### src/rtl/los_pkg.sv
package los_pkg;
  typedef enum logic {
    RATE_SLOW = 1'b0,
    RATE_FAST = 1'b1
  } rate_e;

  function automatic int max2(input int a, input int b);
    return (a > b) ? a : b;
  endfunction
endpackage

### src/rtl/los_sync.sv
module los_sync (
  input  logic clk,
  input  logic rst_n,
  input  logic din,
  output logic dsync,
  output logic toggled
);
  logic meta_q, sync_q, prev_q;

  always_ff @(posedge clk or negedge rst_n) begin
    if (!rst_n) begin
      meta_q <= 1'b0;
      sync_q <= 1'b0;
      prev_q <= 1'b0;
    end else begin
      meta_q <= din;
      sync_q <= meta_q;
      prev_q <= sync_q;
    end
  end

  assign dsync   = sync_q;
  assign toggled = sync_q ^ prev_q;
endmodule

### src/rtl/los_gap_timer.sv
module los_gap_timer #(
  parameter int CW   = 14,
  parameter int TMAX = 195,
  parameter int WMAX = 9953
) (
  input  logic          clk,
  input  logic          rst_n,
  input  logic          toggled,
  input  logic [CW-1:0] thr_i,
  input  logic [CW-1:0] win_i,
  output logic          dig_los
);
  logic [CW-1:0] gap_q, win_q;
  logic          los_q;
  logic          overrun;

  assign overrun = !toggled && (gap_q >= thr_i);

  always_ff @(posedge clk or negedge rst_n) begin
    if (!rst_n) begin
      gap_q <= CW'(TMAX);
    end else if (toggled) begin
      gap_q <= '0;
    end else if (gap_q < thr_i) begin
      gap_q <= gap_q + 1'b1;
    end else begin
      gap_q <= thr_i;
    end
  end

  always_ff @(posedge clk or negedge rst_n) begin
    if (!rst_n) begin
      los_q <= 1'b1;
      win_q <= '0;
    end else if (!los_q) begin
      win_q <= '0;
      if (overrun) los_q <= 1'b1;
    end else if (overrun) begin
      win_q <= '0;
    end else if (win_q + 1'b1 >= win_i) begin
      win_q <= '0;
      los_q <= 1'b0;
    end else begin
      win_q <= win_q + 1'b1;
    end
  end

  assign dig_los = los_q;

  p_gap_bound_r3: assert property (@(posedge clk) disable iff (!rst_n)
    gap_q <= CW'(TMAX));
  p_win_bound_r5: assert property (@(posedge clk) disable iff (!rst_n)
    win_q <= CW'(WMAX));
  p_rise_quiet_r3: assert property (@(posedge clk) disable iff (!rst_n)
    $rose(los_q) |-> !$past(toggled));
  p_fall_window_r4: assert property (@(posedge clk) disable iff (!rst_n)
    $fell(los_q) |-> ($past(win_q) + 1'b1 >= $past(win_i)));
endmodule

### src/rtl/los_channel.sv
module los_channel #(
  parameter int CW   = 14,
  parameter int TMAX = 195,
  parameter int WMAX = 9953
) (
  input  logic          clk,
  input  logic          rst_n,
  input  logic          rx_bit,
  input  logic          det_bit,
  input  logic          pol_bit,
  input  logic          dig_off,
  input  logic [CW-1:0] thr_i,
  input  logic [CW-1:0] win_i,
  output logic          out_bit,
  output logic          stat_bit
);
  logic dsync, toggled, dig_los, ext_los;

  los_sync u_sync (
    .clk     (clk),
    .rst_n   (rst_n),
    .din     (rx_bit),
    .dsync   (dsync),
    .toggled (toggled)
  );

  los_gap_timer #(.CW(CW), .TMAX(TMAX), .WMAX(WMAX)) u_timer (
    .clk     (clk),
    .rst_n   (rst_n),
    .toggled (toggled),
    .thr_i   (thr_i),
    .win_i   (win_i),
    .dig_los (dig_los)
  );

  assign ext_los  = det_bit ^ pol_bit;
  assign stat_bit = ext_los | (dig_los & ~dig_off);
  assign out_bit  = dsync & ~stat_bit;

  p_ext_forces_r7: assert property (@(posedge clk) disable iff (!rst_n)
    ext_los |-> stat_bit);
  p_off_masks_r10: assert property (@(posedge clk) disable iff (!rst_n)
    (dig_off && !ext_los) |-> !stat_bit);
  p_mute_r9: assert property (@(posedge clk) disable iff (!rst_n)
    stat_bit |-> !out_bit);
endmodule

### src/rtl/los_supervisor.sv
module los_supervisor #(
  parameter int NCH     = 4,
  parameter int DECL_HI = 195,
  parameter int DECL_LO = 49,
  parameter int WIN_HI  = 9953,
  parameter int WIN_LO  = 2489
) (
  input  logic           clk,
  input  logic           rst_n,
  input  logic [NCH-1:0] rx_data,
  input  logic [NCH-1:0] sig_det,
  input  logic [NCH-1:0] det_pol,
  input  logic           dlos_off,
  input  logic           rate_sel,
  output logic [NCH-1:0] data_out,
  output logic [NCH-1:0] los_stat
);
  import los_pkg::*;

  localparam int TMAX = max2(DECL_HI, DECL_LO);
  localparam int WMAX = max2(WIN_HI, WIN_LO);
  localparam int CW   = $clog2(max2(TMAX, WMAX) + 2);

  rate_e         rate;
  logic [CW-1:0] thr_sel, win_sel;

  assign rate    = rate_e'(rate_sel);
  assign thr_sel = (rate == RATE_FAST) ? CW'(DECL_HI) : CW'(DECL_LO);
  assign win_sel = (rate == RATE_FAST) ? CW'(WIN_HI)  : CW'(WIN_LO);

  for (genvar c = 0; c < NCH; c++) begin : g_ch
    los_channel #(.CW(CW), .TMAX(TMAX), .WMAX(WMAX)) u_ch (
      .clk      (clk),
      .rst_n    (rst_n),
      .rx_bit   (rx_data[c]),
      .det_bit  (sig_det[c]),
      .pol_bit  (det_pol[c]),
      .dig_off  (dlos_off),
      .thr_i    (thr_sel),
      .win_i    (win_sel),
      .out_bit  (data_out[c]),
      .stat_bit (los_stat[c])
    );
  end

  p_no_leak_r9: assert property (@(posedge clk) disable iff (!rst_n)
    (data_out & los_stat) == '0);
endmodule

### config.mk
export PLATFORM = sky130hd
export DESIGN_NAME = los_supervisor
export DESIGN_NICKNAME = d
export VERILOG_FILES = /design/src/rtl/los_pkg.sv /design/src/rtl/los_sync.sv /design/src/rtl/los_gap_timer.sv /design/src/rtl/los_channel.sv /design/src/rtl/los_supervisor.sv
export SDC_FILE = /design/constraint.sdc
export NUM_CORES = 1
export LEC_CHECK = 0
export BUFFER_PORTS_ARGS = -buffer_cell sky130_fd_sc_hd__buf_2
export CELL_PAD_IN_SITES_DETAIL_PLACEMENT = 1
export CELL_PAD_IN_SITES_GLOBAL_PLACEMENT = 2
export CORE_ASPECT_RATIO = 0.75
export CORE_UTILIZATION = 42
export CTS_CLUSTER_DIAMETER = 150
export CTS_CLUSTER_SIZE = 10
export DETAILED_ROUTE_END_ITERATION = 10
export PLACE_DENSITY = 0.89
export SLEW_MARGIN = 25
export SYNTH_ARGS = -nofsm -noshare
export SYNTH_HDL_FRONTEND = slang
export SYNTH_SLANG_ARGS = --single-unit
### constraint.sdc
create_clock -name clk -period 4 [get_ports clk]
set_input_delay 1.2 -clock clk [delete_from_list [all_inputs] [get_ports clk]]
set_output_delay 1.2 -clock clk [all_outputs]
set_load 0.005 [all_outputs]
Word-level counts from Yosys, hierarchy flattened
Cells that the tools add are included.
{"block": "word_totals", "reg_bits": 128, "inputBits": 16, "output_inout_bits": 8, "wordCells": 115}
{"block": "classes", "addsub": 8, "n_lt_le_gt_ge": 12, "muxes": 38, "n_bitwise": 25, "reduce_logical": 8}
{"cell": "2-to-1 mux 14 bit", "n": 21}
{"cell": "adder 14 x 1 -> 14 bit, second input constant", "n": 8}
{"cell": ">= comparator 14 bit", "n": 4}
{"cell": ">= comparator 14 x 8 -> 1 bit", "n": 4}
{"cell": "< comparator 14 x 8 -> 1 bit", "n": 4}
{"cell": "2-to-1 mux 1 bit", "n": 16}
{"cell": "AND 1 bit", "n": 8}
{"cell": "2-to-1 mux 8 bit", "n": 1}
{"cell": "XOR 1 bit", "n": 8}
{"cell": "inverter 1 bit", "n": 5}
{"cell": "logical AND 1 bit", "n": 4}
{"cell": "zero test 1 bit", "n": 4}
{"cell": "OR 1 bit", "n": 4}

Depth between registers and ports, before layout
{"block": "logic_depth", "ltp_word": 5, "mapped_depth": 12}

Hierarchy
A second synthesis with hierarchy kept.
{"block": "unflattened", "hier_cells": 1022, "area_unflattened_um2": 9570.4}
{"module": "los_gap_timer (g_ch[0].u_ch.u_timer ...)", "instances": 3, "cells_per_inst": 245, "area_each_um2": 2255.9, "seq_area_each_um2": 732.0}
{"module": "los_gap_timer (g_ch[1].u_ch.u_timer)", "instances": 1, "cells_per_inst": 252, "area_each_um2": 2346.0, "seq_area_each_um2": 732.0}
{"module": "los_sync", "instances": 4, "cells_per_inst": 4, "area_each_um2": 83.8, "seq_area_each_um2": 75.1}
{"module": "los_channel", "instances": 4, "cells_per_inst": 4, "area_each_um2": 27.5, "seq_area_each_um2": 0.0}
{"module": "los_supervisor", "instances": 1, "cells_per_inst": 3, "area_each_um2": 11.3, "seq_area_each_um2": 0.0}

Least setup slack after synthesis
OpenSTA, ideal clock, no wires.
{"block": "synth_path", "path_kind": "input to register", "from": "in rate_sel", "to": "reg g_ch[0].u_ch.u_timer.win_q[4]", "setup_ns": 0.106, "arrival_time_ns": 3.598, "t_required_ns": 3.894, "slack_ns": 0.296, "path_stages": 9, "n_path_buf": 2, "path_cell_list": "clkbuf_1 > inv_1 > ha_1 > a31o_2 > a211o_1 > a31oi_1 > nor2_1 > clkbuf_1 > nor4b_1"}
{"block": "synth_via", "elab_chain_cells": 5, "elab_cells_between_ends": 8, "classes_between": "order compare (2); mux (5); reduce/logical (1)"}
{"item": "start: declaration", "line": "los_supervisor.sv:14", "rtl": "input logic rate_sel,"}
{"item": "2-to-1 mux 14 bit / 2-to-1 mux 8 bit (equally long branches)", "line": "los_supervisor.sv:29, los_supervisor.sv:28"}
{"item": ">= comparator 14 bit / >= comparator 14 x 8 -> 1 bit (equally long branches)", "line": "los_gap_timer.sv:40, los_gap_timer.sv:17"}
{"item": "2-to-1 mux 14 bit / logical AND 1 bit (equally long branches)", "line": "los_gap_timer.sv:40, los_gap_timer.sv:17"}
{"item": "2-to-1 mux 14 bit *", "line": "los_gap_timer.sv:38", "rtl": "end else if (overrun) begin"}
{"item": "2-to-1 mux 14 bit *", "line": "los_gap_timer.sv:35", "rtl": "end else if (!los_q) begin"}
{"item": "end signal: assignment", "line": "los_gap_timer.sv:44", "rtl": "win_q <= win_q + 1'b1;"}
{"item": "end: declaration", "line": "los_gap_timer.sv:13", "rtl": "logic [CW-1:0] gap_q, win_q;"}
Mark *: on every way between the ends. The rest lies on a longest branch, timed or not.

Final worst setup path
{"block": "layout_path", "from": "reg g_ch[2].u_ch.u_timer.win_q[2]", "to": "reg g_ch[2].u_ch.u_timer.win_q[12]"}
{"block": "layout_via", "elab_chain_cells": 5}
{"item": "start: declaration", "line": "los_gap_timer.sv:13"}
{"item": "start signal: assignment", "line": "los_gap_timer.sv:44"}
{"item": "adder 14 x 1 -> 14 bit *", "line": "los_gap_timer.sv:40, los_gap_timer.sv:44"}
{"item": ">= comparator 14 bit", "line": "los_gap_timer.sv:40", "rtl": "end else if (win_q + 1'b1 >= win_i) begin"}
{"item": "2-to-1 mux 14 bit *", "line": "los_gap_timer.sv:40"}
{"item": "2-to-1 mux 14 bit *", "line": "los_gap_timer.sv:38"}
{"item": "2-to-1 mux 14 bit *", "line": "los_gap_timer.sv:35"}
Marked as above.

==> results.toml <==
[timing]
finalHoldViolations = 0
maxSlewHeadroom_pct = 39.0
fin_crit_sh_pct = 84.3
final-max-slew-violation-count = 0
rsz0062_at_grt = "false"
fin_setup_tns_ps = 0
setup_viol = 0
worst_pin_slew_ps = 911
skew_ps = 6.90
min_period_ps = 3370
fmax_mhz = 296

[worst_setup_path]
end_kind = "register"
start_kind = "register"
path_buf_inv = 0
crit_type = "register to register"
cp.arrival_ps = 3630
critical_path.slowest_cell = "o41ai_4"
cp.required_ps = 4260
worstPathCellList = "nand4_1, nor3b_1, and3_1, xor2_1, ha_1, nand3_1, a211o_1, o41ai_4, nor3_1"
critPathMaxFanout = 15
cp_top_family = "simple AND/OR/NAND/NOR gates"
cp_slowest_stage_delay_ps = 720

[clock_tree]
cts_tree = "yes"
htree_num_levels = 4
cts.repair.resized = 0
postCtsHoldBufs = 0
worstSkewPairLatency_ps = 430
numCtsBuffers = 17
root_buffer = "clkbuf_16"
clock_sinks = 128
post_cts_buffers = 0
path_clk_slew_ps = 60
clk_path_buf_depth = 2

[grt]
grt_pass1_vias = 5949
gr-total-overflow = 0
grt_max_degree = 59
antenna_found_initial = 1
track_usage_pct = 22.3
grt_pass1_wl_um = 30600

[power_and_ir_drop]
peakVddDrop_v = 0.000266
p_seq_share_pct = 41.5
switching_share_pct = 24.6
p_per_area_nw_per_um2 = 413
power_frac_comb_pct = 9.3
power_w = 0.00349
internal-power_w = 0.00263
p_clk_share_pct = 49.2
switching_power_w = 0.000857
p_leak_nw = 3.89

[yosys]
synth_cells = 684
ys_types = 59
synth_area_leaders = "dfrtp_1, ha_1, dfstp_2"
netlist.area_leader.share_pct = 37.1
synthArstFlopShare_pct = 100
ys_warn_count = 0
ys_ff_latch = 128
syn_area_per_cell_um2 = 10.6
ys.flop_type = "dfrtp_1"
netlist_area_um2 = 7280
yosysSeqAreaShare_pct = 44.4
synth.top_cells.by_count = "dfrtp_1, ha_1, nor2_1"
yosysTopAreaCell = "dfrtp_1"
post-synth-top-count-cell = "dfrtp_1"
synth_edf_count = 0

[detailed_routing]
vias_per_cell = 5.61
drt_iter0_drc = 224
remaining_drc_errors = 0
wl_per_cell_um = 18.9
wirelength_um = 18200
first_pass_iters = 4
final_antenna_net_count = 0
vias = 5422

[die]
die_area_um2 = 17900
fp-row-count = 41
die_x_um = 154
die_h_um = 116
start_util_pct = 43.1
core_area_um2 = 16900
io_pins = 24

[min_path]
min_path_type = "register to register"

[place]
dpl.hpwl_um = 12700
placed_cells = 936
port_buffers = 23
gp_congestion = 0.827

[run]
max_cap_violations = 0

[cells_and_area]
antenna_cells = 0
fin_nets = 824
final_cells = 967
fillCellCount = 1846
areaGrowthSynthToFinish_pct = 15.9
drive_gt1_share_pct = 15.6
fin_util_pct = 50.0

[run_status]
status = "finished clean"
-- cell families (layout without fill, tap and decap cells) --
kind of cell | count (synthesis) | after routing | share of synthesized area [%]
xor gates and xnor gates | 81 | 81 | 9.96
and+or+nand+nor | 248 | 248 | 19.9
AOI/OAI and AO/OA | 101 | 101 | 9.82
DFF | 128 | 128 | 44.4
adders and majority gates | 68 | 68 | 11.7
muxes | 6 | 6 | 0.997
other | 1 | 20 | 0.0515
buffers and inverters | 51 | 100 | 3.25
-- state kept, by name, indices dropped and copies added (netlist names) --
name / flops
g_ch.u_ch.u_sync.prev_q: 4
g_ch.u_ch.u_timer.win_q: 56
g_ch.u_ch.u_timer.dig_los: 4
g_ch.u_ch.u_timer.gap_q: 56
g_ch.u_ch.u_sync.dsync: 4
g_ch.u_ch.u_sync.meta_q: 4
-- layout by cell type, fill, tap and decap left out, drive strengths merged, types with 20 or more instances in the layout --
cell type  Yosys  routed
a21oi         24      24
buf           15      40
clkbuf         7      21
conb           1      20
dfrtp        108     108
dfstp         20      20
ha            68      68
inv           29      29
nand2         25      25
nand3         51      51
nor2          52      52
nor4b         21      21
o21ai         23      23
xnor2         45      45
xor2          36      36
-- cell type report --
| type | count | area [um^2] | area share [%] |
|---|---|---|---|
| Multi-Input combinational cell | 524 | 3910 | 46.4 |
| Sequential cell | 128 | 3230 | 38.3 |
| Clock buffer | 21 | 460 | 5.46 |
| Timing Repair Buffer | 40 | 270 | 3.21 |
| Tap cell | 215 | 269 | 3.19 |
| Clock inverter | 10 | 184 | 2.18 |
| Inverter | 29 | 109 | 1.29 |
-- power groups by stage --
stage	Clock, W	Sequential, W	Combinational (W)
floorplan	0	0.00144	0.000205
global placement	0	0.00146	0.000296
detailed placement	0	0.00147	0.000321
CTS	0.00175	0.00145	0.000326
global route	0.00179	0.00146	0.000368
finish	0.00172	0.00145	0.000323
-- final timing paths --
path / start / to / depth (start not counted) / slack (ps)
worst max-delay path: g_ch[2].u_ch.u_timer.win_q[2] / g_ch[2].u_ch.u_timer.win_q[12] / 9 / 630
worst min-delay path: g_ch[0].u_ch.u_sync.meta_q / g_ch[0].u_ch.u_sync.dsync / 0 / 350
worst max register to register: g_ch[2].u_ch.u_timer.win_q[2] / g_ch[2].u_ch.u_timer.win_q[12] / 9 / 630
worst min register to register: g_ch[0].u_ch.u_sync.meta_q / g_ch[0].u_ch.u_sync.dsync / 0 / 350
max in group asynchronous: rst_n / g_ch[2].u_ch.u_timer.gap_q[0] / 2 / 2260
min in group asynchronous: rst_n / g_ch[0].u_ch.u_timer.win_q[5] / 1 / 860
-- metrics by stage --
stage / hold slack [ps] / setup slack (ps) / instance area [um^2]
after global routing: 359 / 314 / 8430
after global placement: 339 / 261 / 7760
after detailed placement: 340 / 186 / 7770
after CTS: 354 / 446 / 8420
after floorplan: 331 / 296 / 7350
final: 351 / 627 / 8430
-- worst reg2reg max path: stages (launching register included) --
cell and delay [ps]:
dfrtp_1 450, nand4_1 270, nor3b_1 420, and3_1 260
xor2_1 100, ha_1 350, nand3_1 160, a211o_1 330
o41ai_4 720, nor3_1 160
-- layer usage --
metal	share of wire, %	track usage (%)	vias to the layer above	routed length [um]
met3	2.4	4.30	24	429
met2	50	38.5	56	9050
li1	-	-	2581	-
met4	1.7	7.93	0	318
met1	46	28.1	2761	8440
met5	0	0	-	0
Power figures use the tool's default switching activity.
